`config.mk`:
```
export PLATFORM = sky130hd
export DESIGN_NAME = cfg_io_decoder
export DESIGN_NICKNAME = d
export VERILOG_FILES = /design/src/rtl/cfg_io_pkg.sv /design/src/rtl/cfg_io_classify.sv /design/src/rtl/cfg_io_pwr_gate.sv /design/src/rtl/cfg_io_wait.sv /design/src/rtl/cfg_io_decoder.sv
export SDC_FILE = /design/constraint.sdc
export NUM_CORES = 1
export LEC_CHECK = 0
export ABC_AREA = 1
export BUFFER_PORTS_ARGS = -buffer_cell sky130_fd_sc_hd__buf_2
export CAP_MARGIN = 20
export CORE_UTILIZATION = 35
export DETAILED_ROUTE_END_ITERATION = 12
export HOLD_SLACK_MARGIN = 0.02
export PLACE_DENSITY = 0.75
export SETUP_SLACK_MARGIN = 0.02
export SYNTH_ARGS = -nofsm -noshare
export SYNTH_HDL_FRONTEND = slang
export SYNTH_SLANG_ARGS = --single-unit
```
`constraint.sdc`:
```
create_clock -name clk -period 3 [get_ports clk]
set_input_delay 0.3 -clock clk [delete_from_list [all_inputs] [get_ports clk]]
set_output_delay 0.3 -clock clk [all_outputs]
set_load 0.01 [all_outputs]
```
`src/rtl/cfg_io_pkg.sv`:
```
package cfg_io_pkg;
  typedef enum logic [1:0] {
    RGN_NONE = 2'd0,
    RGN_CRAM = 2'd1,
    RGN_SER  = 2'd2
  } region_e;
endpackage

```
`src/rtl/cfg_io_classify.sv`:
```
module cfg_io_classify
  import cfg_io_pkg::*;
#(
  parameter int PORT_W        = 8,
  parameter int CRAM_TOP      = 127,
  parameter int SER_BASE      = 160,
  parameter int SER_SPAN_LOG2 = 3
) (
  input  logic [PORT_W-1:0] port,
  input  logic              is_wr,
  output region_e           region
);
  localparam logic [PORT_W-1:0] CRAM_TOP_P = PORT_W'(CRAM_TOP);
  localparam logic [PORT_W-1:0] SER_BASE_P = PORT_W'(SER_BASE);
  localparam int BANK_BIT = SER_SPAN_LOG2 - 1;

  logic cram_hit, ser_hit, bank_ok;

  always_comb begin
    cram_hit = (port <= CRAM_TOP_P);
    ser_hit  = (port[PORT_W-1:SER_SPAN_LOG2] == SER_BASE_P[PORT_W-1:SER_SPAN_LOG2]);
    // upper half of the serial window is the write-only bank
    bank_ok  = (port[BANK_BIT] == is_wr);
    if (cram_hit)             region = RGN_CRAM;
    else if (ser_hit && bank_ok) region = RGN_SER;
    else                      region = RGN_NONE;
  end
endmodule

```
`src/rtl/cfg_io_pwr_gate.sv`:
```
module cfg_io_pwr_gate #(
  parameter int PG_SETTLE = 4
) (
  input  logic clk,
  input  logic rst,
  input  logic pwr_good,
  output logic pg_ok
);
  localparam int CNT_W = $clog2(PG_SETTLE + 1);
  localparam logic [CNT_W-1:0] CNT_MAX = CNT_W'(PG_SETTLE);

  logic [CNT_W-1:0] cnt_q;

  always_ff @(posedge clk) begin
    if (rst || !pwr_good) cnt_q <= '0;
    else if (cnt_q != CNT_MAX) cnt_q <= cnt_q + 1'b1;
  end

  // falling supply removes the grant without waiting for a clock
  assign pg_ok = pwr_good && (cnt_q == CNT_MAX);

  // the first sampled-high cycle after an outage never grants
  a_r6_no_grant_on_return: assert property (@(posedge clk) disable iff (rst)
    $rose(pwr_good) |-> !pg_ok);
endmodule

```
`src/rtl/cfg_io_wait.sv`:
```
module cfg_io_wait (
  input  logic clk,
  input  logic rst,
  input  logic active,
  input  logic grant,
  output logic wait_req
);
  logic active_q, wait_q;
  logic first;

  assign first = active && !active_q;

  always_ff @(posedge clk) begin
    if (rst) begin
      active_q <= 1'b0;
      wait_q   <= 1'b0;
    end else begin
      active_q <= active;
      wait_q   <= first && grant;
    end
  end

  assign wait_req = wait_q;

  // one stretch clock per access, never two in a row
  a_r2_wait_single: assert property (@(posedge clk) disable iff (rst)
    wait_req |=> !wait_req);
endmodule

```
`src/rtl/cfg_io_decoder.sv`:
```
module cfg_io_decoder
  import cfg_io_pkg::*;
#(
  parameter int PORT_W        = 8,
  parameter int DATA_W        = 8,
  parameter int CRAM_TOP      = 127,
  parameter int SER_BASE      = 160,
  parameter int SER_SPAN_LOG2 = 3,
  parameter int PG_SETTLE     = 4,
  localparam int IDX_W        = $clog2(CRAM_TOP + 1),
  localparam int SER_IDX_W    = SER_SPAN_LOG2 - 1
) (
  input  logic              clk,
  input  logic              rst,
  input  logic              pwr_good,
  input  logic [PORT_W-1:0] io_port,
  input  logic              io_req,
  input  logic              rd_stb,
  input  logic              wr_stb,
  output logic              cram_sel,
  output logic              ser_sel,
  output logic [IDX_W-1:0]  reg_idx,
  output logic              dir_wr,
  output logic              wait_req,
  output logic              idle_rd_en,
  output logic [DATA_W-1:0] idle_rd_data
);
  region_e region;
  logic    active, pg_ok, cram_grant;
  logic    cram_q, ser_q, dir_q, idle_q;
  logic [IDX_W-1:0] idx_q, idx_d;

  assign active = io_req && (rd_stb || wr_stb);

  cfg_io_classify #(
    .PORT_W(PORT_W), .CRAM_TOP(CRAM_TOP),
    .SER_BASE(SER_BASE), .SER_SPAN_LOG2(SER_SPAN_LOG2)
  ) u_classify (
    .port(io_port), .is_wr(wr_stb), .region(region)
  );

  cfg_io_pwr_gate #(.PG_SETTLE(PG_SETTLE)) u_pwr (
    .clk(clk), .rst(rst), .pwr_good(pwr_good), .pg_ok(pg_ok)
  );

  assign cram_grant = (region == RGN_CRAM) && pg_ok;

  cfg_io_wait u_wait (
    .clk(clk), .rst(rst), .active(active), .grant(cram_grant),
    .wait_req(wait_req)
  );

  always_comb begin
    case (region)
      RGN_CRAM: idx_d = io_port[IDX_W-1:0];
      RGN_SER:  idx_d = {{(IDX_W-SER_IDX_W){1'b0}}, io_port[SER_IDX_W-1:0]};
      default:  idx_d = '0;
    endcase
  end

  always_ff @(posedge clk) begin
    if (rst || !active) begin
      cram_q <= 1'b0;
      ser_q  <= 1'b0;
      dir_q  <= 1'b0;
      idle_q <= 1'b0;
      idx_q  <= '0;
    end else begin
      cram_q <= cram_grant;
      ser_q  <= (region == RGN_SER);
      dir_q  <= wr_stb;
      idle_q <= rd_stb && !wr_stb && !cram_grant && (region != RGN_SER);
      idx_q  <= idx_d;
    end
  end

  assign cram_sel     = cram_q && pg_ok;
  assign ser_sel      = ser_q;
  assign reg_idx      = idx_q;
  assign dir_wr       = dir_q;
  assign idle_rd_en   = idle_q;
  assign idle_rd_data = idle_q ? {DATA_W{1'b1}} : {DATA_W{1'b0}};

  // supply loss removes the RAM select in the same cycle
  a_r5_pg_forces_off: assert property (@(posedge clk) disable iff (rst)
    !pwr_good |-> !cram_sel);
  // never two devices at once
  a_r3_sel_exclusive: assert property (@(posedge clk) disable iff (rst)
    !(cram_sel && ser_sel));
  // a stretch only accompanies a live RAM select
  a_r2_wait_with_sel: assert property (@(posedge clk) disable iff (rst)
    (wait_req && pwr_good) |-> cram_sel);
  // idle-bus driver only when nothing is selected
  a_r7_idle_excl: assert property (@(posedge clk) disable iff (rst)
    idle_rd_en |-> (!cram_sel && !ser_sel && !wait_req));
  // reset clears every output
  a_r8_reset_clears: assert property (@(posedge clk)
    rst |=> (!cram_sel && !ser_sel && !wait_req && !idle_rd_en));
endmodule

```
# == Word level (Yosys, flattened, before mapping) ==
# Index checks and enable logic that the tools add are counted.
# totals
out_inout_bits,20
regBits,16
# classes
n_lt_le_gt_ge,1
n_reduce_logical,18
n_mux,4
n_eq_ne,7
addsub,1
# op_table
op,n
one-hot mux 7 bit (2 select lines),1
logical AND 1 bit,10
less-or-equal comparator 8 x 7 -> 1 bit (second input constant),1
2-to-1 mux 8 bit,1
== test 5 bit (second input constant),1
zero test 1 bit,5
2-to-1 mux 2 bit,2
adder 3 x 1 -> 3 bit (second input constant),1
== test 3 bit (second input constant),1
logical OR 1 bit,3
!= test 3 bit (second input constant),1
== test 2 x 1 -> 1 bit (second input constant),1
== test 2 bit (second input constant),1
!= test 2 bit (second input constant),1
== test 1 bit,1

# == Depth between registers and ports, before layout ==
# Gate-level depths: netlist of the first run.
# logic_depth
ltp_word,9
depth_mapped,7

# == Hierarchy ==
# A second synthesis of the first run with hierarchy kept.
# unflattened
cells_unflattened,104
hier_area_um2,772.0
# by_module_without_submodules
mod,area_each_um2,n_inst,cells_each
cfg_io_decoder,475.5,1,58
cfg_io_pwr_gate,180.2,1,27
cfg_io_wait,67.6,1,8
cfg_io_classify,48.8,1,11

# == Worst setup path after synthesis of the first run ==
# Ideal clock, no wire load.
# synth_timing
path_kind,register -> output
start,reg u_pwr.cnt_q[0]
end,out cram_sel
t_required_ps,2700
stages_incl_launch_ff,5
path_slack_ps,1784
arrival_ps,916
path_cell_list,dfxtp_1 > inv_1 > ha_1 > nand2_2 > nor3b_1
# synth_between
elab_chain_cells,3
# synth_rtl
item,line_no,rtl
from (decl),cfg_io_pwr_gate.sv:12,logic [CNT_W-1:0] cnt_q;
from (signal assigned),cfg_io_pwr_gate.sv:16,else if (cnt_q != CNT_MAX) cnt_q <= cnt_q + 1'b1;
== test 3 bit,cfg_io_pwr_gate.sv:20,assign pg_ok = pwr_good && (cnt_q == CNT_MAX);
logical AND 1 bit,cfg_io_pwr_gate.sv:20,
logical AND 1 bit,cfg_io_decoder.sv:77,assign cram_sel = cram_q && pg_ok;
to (decl),cfg_io_decoder.sv:20,"output logic cram_sel,"
# Every way passes these cells.

# == Final worst setup path of the first run ==
# Ends and elaborated chain as after synthesis.

==> impl_metrics.ini, run 1 <==
[run_status]
outcome = complete, no violations

[cts]
holdBufCountCts = 0
cts_buffers = 3
ctsResizeCount = 0
post-cts-setup-buffer-count = 0
path_clk_slew_ps = 90
clockBufferDepth = 2
clock_latency_ps = 290
cts_tree = yes
cts_root_buf = clkbuf_4
clock_sinks = 16
htree_levels = 1

[yosys]
netlist_area_um2 = 649
ys.flop_type = dfxtp_1
synth.most_common_cell = dfxtp_1
synth_top_area_share = 0.493
netlist_instances = 81
ys_ff_latch = 16
ys_seq_area_frac = 0.493
synth_cell_types = 17
syn_area_per_cell_um2 = 8.02
yosysWarnings = 0
synth_common_cells = 16 x dfxtp_1, 14 x nor2_1, 13 x inv_1, 12 x nand2_1, 8 x buf_4
synth_nets = 97
synth_top_cell_by_area = dfxtp_1
synth-edff-count = 0
async_flop_share = 0
synth_area_leaders = dfxtp_1 49%, buf_4 9.2%, nor2_1 8.1%

[route]
drc = 0
routed-via-count = 566
avgViaCountPerCell = 4.19
dr.pass1.iters = 4
drt_iter0_drc = 7
wirelength_mm = 1.22
antenna_left = 0
avgRoutedWirePerCell_um = 9.07

[final_layout]
drive_gt1_frac = 0.373
final_util = 0.476
n_antenna_cell = 0
layout.nets = 127
synthToLayoutAreaGrowth_pct = 26.6

[floorplan]
dieWidth_um = 45.1
die_area_mm2 = 0.00203
core_area_mm2 = 0.00173
num_rows = 15
die_y_um = 45.1
ios = 34
initial_core_util = 0.376

[setup_path]
startpoint_type = flip-flop
crit_arrival_ps = 1310
critPathMaxFanout = 4
critPathKind = reg -> out
cp_slowest_cell = dfxtp_1
crit_cells = 5
cp-end-kind = output pin
cpLargestDelayFamily = flip-flops
reg2reg_depth = 7
critPathMaxStageDelay_ps = 340
cp_num_buf_inv = 2
crit_required_ps = 2700
crit_chain = inv_1 > ha_1 > nand2_2 > nor3b_1 > buf_2

[grt]
grt_pass1_wl_mm = 2.00
track_usage = 0.147
antenna_found_initial = 0
overflow = 0
grt_max_degree = 10
first_global_vias = 519

[timing]
worst_pin_slew_ps = 206
period_minus_slack_ps = 1610
finalSetupViolCount = 0
maxSlewViolCount = 0
clock_skew_ps = 7.01
hold_viol = 0
tns_ps = 0
timing.final.crit_share = 0.537
clock.fmax_ghz = 0.620
relSlewSlack = 0.862
rsz0062_at_grt = false

[power_and_ir_drop]
powerDensity_mw_per_mm2 = 486
leakage_nw = 0.470
peakVddDrop_uv = 271

[placed_design]
port_buffers = 33
hpwl_mm = 1.02
globalplace.congestion = 0.728

[run]
drv_cap = 0

[worst_hold_path]
hold_path_depth = 3
hp-class = in -> reg
## per-layer routing
metal / up-vias / wire length (µm) / share of wire / GRT usage
li1: 294 / - / - / -
met1: 247 / 499 / 0.41 / 0.142
met2: 21 / 622 / 0.51 / 0.249
met3: 4 / 64 / 0.052 / 0.0480
met4: 0 / 38 / 0.031 / 0.127
met5: - / 0 / 0 / 0
## final timing paths
check | start | endpoint | slack, ps
setup / recovery | u_pwr.cnt_q[0] | cram_sel | 1390
hold / removal | io_port[1] | reg_idx[1] | 230
setup reg to reg | u_pwr.cnt_q[0] | idle_rd_en | 1850
hold reg to reg | u_wait.active_q | u_wait.wait_req | 410
## registers in the layout (all words and copies together), names as in the netlist
signal	cells
reg_idx	7
u_wait.active_q	1
cram_q	1
u_wait.wait_req	1
u_pwr.cnt_q	3
idle_rd_en	1
dir_wr	1
ser_sel	1
## metrics by stage
stage               hold WS [ps]  power [mW]  cell area (µm²)  setup slack [ps]  std cells
floorplan                    375       0.248              649              1780         81
global placement             384       0.262              786              1790        131
detailed placement           387       0.264              786              1700        131
CTS                          225       0.404              822              1380        135
global route                 212       0.422              822              1280        135
finish                       228       0.400              822              1390        135
## logic make-up (layout without fill, tap and decap cells)
kind of cell             Yosys count  count (layout)  share of synthesized area
buffers and inverters             22              51                      0.173
AND/OR/NAND/NOR                   34              34                      0.239
flip-flops                        16              16                      0.493
adder cells (fa/ha/maj)            2               2                     0.0385
AO/OA/AOI/OAI                      7               7                     0.0559
## worst min-delay path, delay by kind of cell
kind / cells / cell delay (ps)
buf+inv: 1 / 90
simple gates: 2 / 90
## power by group
part | leakage [nW] | switching, mW | total [mW] | internal [mW]
sequential | 0.130 | 0.00227 | 0.220 | 0.217
clock | 0.0210 | 0.0666 | 0.141 | 0.0740
combinational | 0.319 | 0.0230 | 0.0393 | 0.0163
total | 0.470 | 0.0919 | 0.400 | 0.308
## placed cells by master, fill, tap and decap left out, drive strengths merged
| cell | synthesis | layout |
|---|---|---|
| a21oi | 3 | 3 |
| a31oi | 1 | 1 |
| buf | 8 | 33 |
| clkbuf | 0 | 4 |
| dfxtp | 16 | 16 |
| ha | 2 | 2 |
| inv | 14 | 14 |
| nand2 | 13 | 13 |
| nand3 | 2 | 2 |
| nand3b | 1 | 1 |
| nor2 | 15 | 15 |
| nor3 | 2 | 2 |
| nor3b | 1 | 1 |
| o21ai | 3 | 3 |
## cell type report
| class | instances | area [µm²] |
|---|---|---|
| clock buffers | 4 | 36.3 |
| flip-flops and latches | 16 | 320 |
| inverters | 14 | 52.6 |
| multi-input cells | 43 | 216 |
| repair buffers | 33 | 165 |
| fillers | 180 | 905 |
| well taps | 25 | 31.3 |
Note: power is estimated with default switching activity, not from simulation.
==> run 2: changes to the inputs <==
==> constraint.sdc (replaced) <==
create_clock -name clk -period 1.6 [get_ports clk]
set_input_delay 0.16 -clock clk [delete_from_list [all_inputs] [get_ports clk]]
set_output_delay 0.16 -clock clk [all_outputs]
set_load 0.01 [all_outputs]
==> run 2 against run 1 <==
Net effect:
- clock skew decreased by 2.9 ps
- routed wire length increased by 4.7%
- power increased by 87%
- global-route usage decreased by 0.42 points
- critical path type unchanged
- largest power group unchanged
==> impl_metrics.ini, run 2 (synthesis results as in run 1) <==
[cts]
path_clk_slew_ps = 90
clock_sinks = 16
clockBufferDepth = 2
cts_root_buf = clkbuf_4
htree_levels = 1
holdBufCountCts = 0
cts_tree = yes
cts_buffers = 3
clock_latency_ps = 280
ctsResizeCount = 0
post-cts-setup-buffer-count = 0

[placed_design]
port_buffers = 33
globalplace.congestion = 0.750
dpl_cell_area_um2 = 786
pre_cts_ws_ps = 408
numPlacedInstances = 131
hpwl_mm = 1.05

[floorplan]
die_y_um = 45.1
die_area_mm2 = 0.00203
ios = 34
initial_core_util = 0.376
num_rows = 15
core_area_mm2 = 0.00173
dieWidth_um = 45.1

[timing]
clock_skew_ps = 4.06
finalSetupViolCount = 0
period_minus_slack_ps = 1460
rsz0062_at_grt = false
tns_ps = 0
relSlewSlack = 0.872
maxSlewViolCount = 0
setup_slack_ps = 138
timing.final.crit_share = 0.914
hold_viol = 0
holdWs_ps = 96.5
worst_pin_slew_ps = 192
clock.fmax_ghz = 0.684

[setup_path]
worstSetupStartpoint = u_pwr.cnt_q[0]
r2r-start = u_pwr.cnt_q[0]
crit_chain = inv_1 > ha_2 > nand2_2 > nor3b_1 > buf_2
cp-end-kind = output pin
crit_required_ps = 1440
endpoint = cram_sel
r2r_slack_ps = 400
r2r-end = u_wait.wait_req
cp_slowest_cell = dfxtp_1
critPathMaxStageDelay_ps = 350
cp_num_buf_inv = 2
crit_arrival_ps = 1300
cpLargestDelayFamily = flip-flops
crit_cells = 5
reg2reg_depth = 6
critPathMaxFanout = 4
critPathKind = reg -> out
startpoint_type = flip-flop

[final_layout]
regArea_um2 = 320
finalNonFillerCells = 135
nFillCells = 177
layout.nets = 127
drive_gt1_frac = 0.382
n_antenna_cell = 0
largest_reg_flops = 7
design_area_um2 = 825
layout_commonest_cell = buf_2
synthToLayoutAreaGrowth_pct = 27.0
multiInputGateArea_um2 = 219
final_cell_mix = 33 x buf_2, 16 x dfxtp_1, 14 x nor2_1

[worst_hold_path]
hp-class = in -> reg
min_from = io_port[0]

[power_and_ir_drop]
powerDensity_mw_per_mm2 = 905
peakVddDrop_uv = 587
leakage_nw = 0.469

[route]
routed-via-count = 578
avgViaCountPerCell = 4.28
avgRoutedWirePerCell_um = 9.50
antenna_left = 0
drc = 0
drt_iter0_drc = 10
wirelength_mm = 1.28
dr.pass1.iters = 4

[run]
drv_cap = 0

[run_status]
outcome = complete, no violations

[grt]
grt_pass1_wl_mm = 1.99
grt_max_degree = 10
antenna_found_initial = 0
track_usage = 0.143
first_global_vias = 524
overflow = 0
## run 2: changes by cell type in the layout (fill, tap and decap cells not counted)
cell / change
ha_2: +1
ha_1: -1
## run 2: how the worst min path moves through the flow
stage	endpoint	cells after the start	slack, ps
2_1_floorplan	reg_idx[0]	2	290
3_3_place_gp	u_wait.wait_req	1	390
3_5_place_dp	u_wait.wait_req	1	390
4_1_cts	reg_idx[0]	3	90
5_1_grt	reg_idx[1]	3	100
6_report	reg_idx[0]	3	100
## run 2: stage by stage
stage,utilization,power (mW)
after global routing,0.478,0.782
after floorplan,-,0.466
final,0.478,0.746
after global placement,0.455,0.492
after detailed placement,0.455,0.495
after CTS,0.476,0.755
## run 2: layout make-up
cell class | instances | share of cell area
multi-input combinational | 43 | 0.266
inverter | 14 | 0.0637
clock buffer | 4 | 0.0440
tap | 25 | 0.0379
sequential | 16 | 0.388
timing repair buffer | 33 | 0.200
## run 2: worst reg2reg max path, delay by kind of cell, from the launching register on
| kind | cells | cell delay [ps] |
|---|---|---|
| fa+ha+maj | 1 | 190 |
| buf+inv | 2 | 200 |
| flops | 1 | 350 |
| simple gates | 3 | 400 |
## run 2: where the power goes
part	internal [mW]	switching [mW]
logic	0.0308	0.0433
clock network	0.138	0.122
registers	0.408	0.00432
total	0.577	0.170
## run 2: metal layers
metal  vias up  GRT usage  part of all wire
met2        23      0.246              0.49
met5         -          0                 0
met1       254      0.132              0.40
met3         6     0.0320             0.054
met4         0      0.152             0.053
li1        295          -                 -
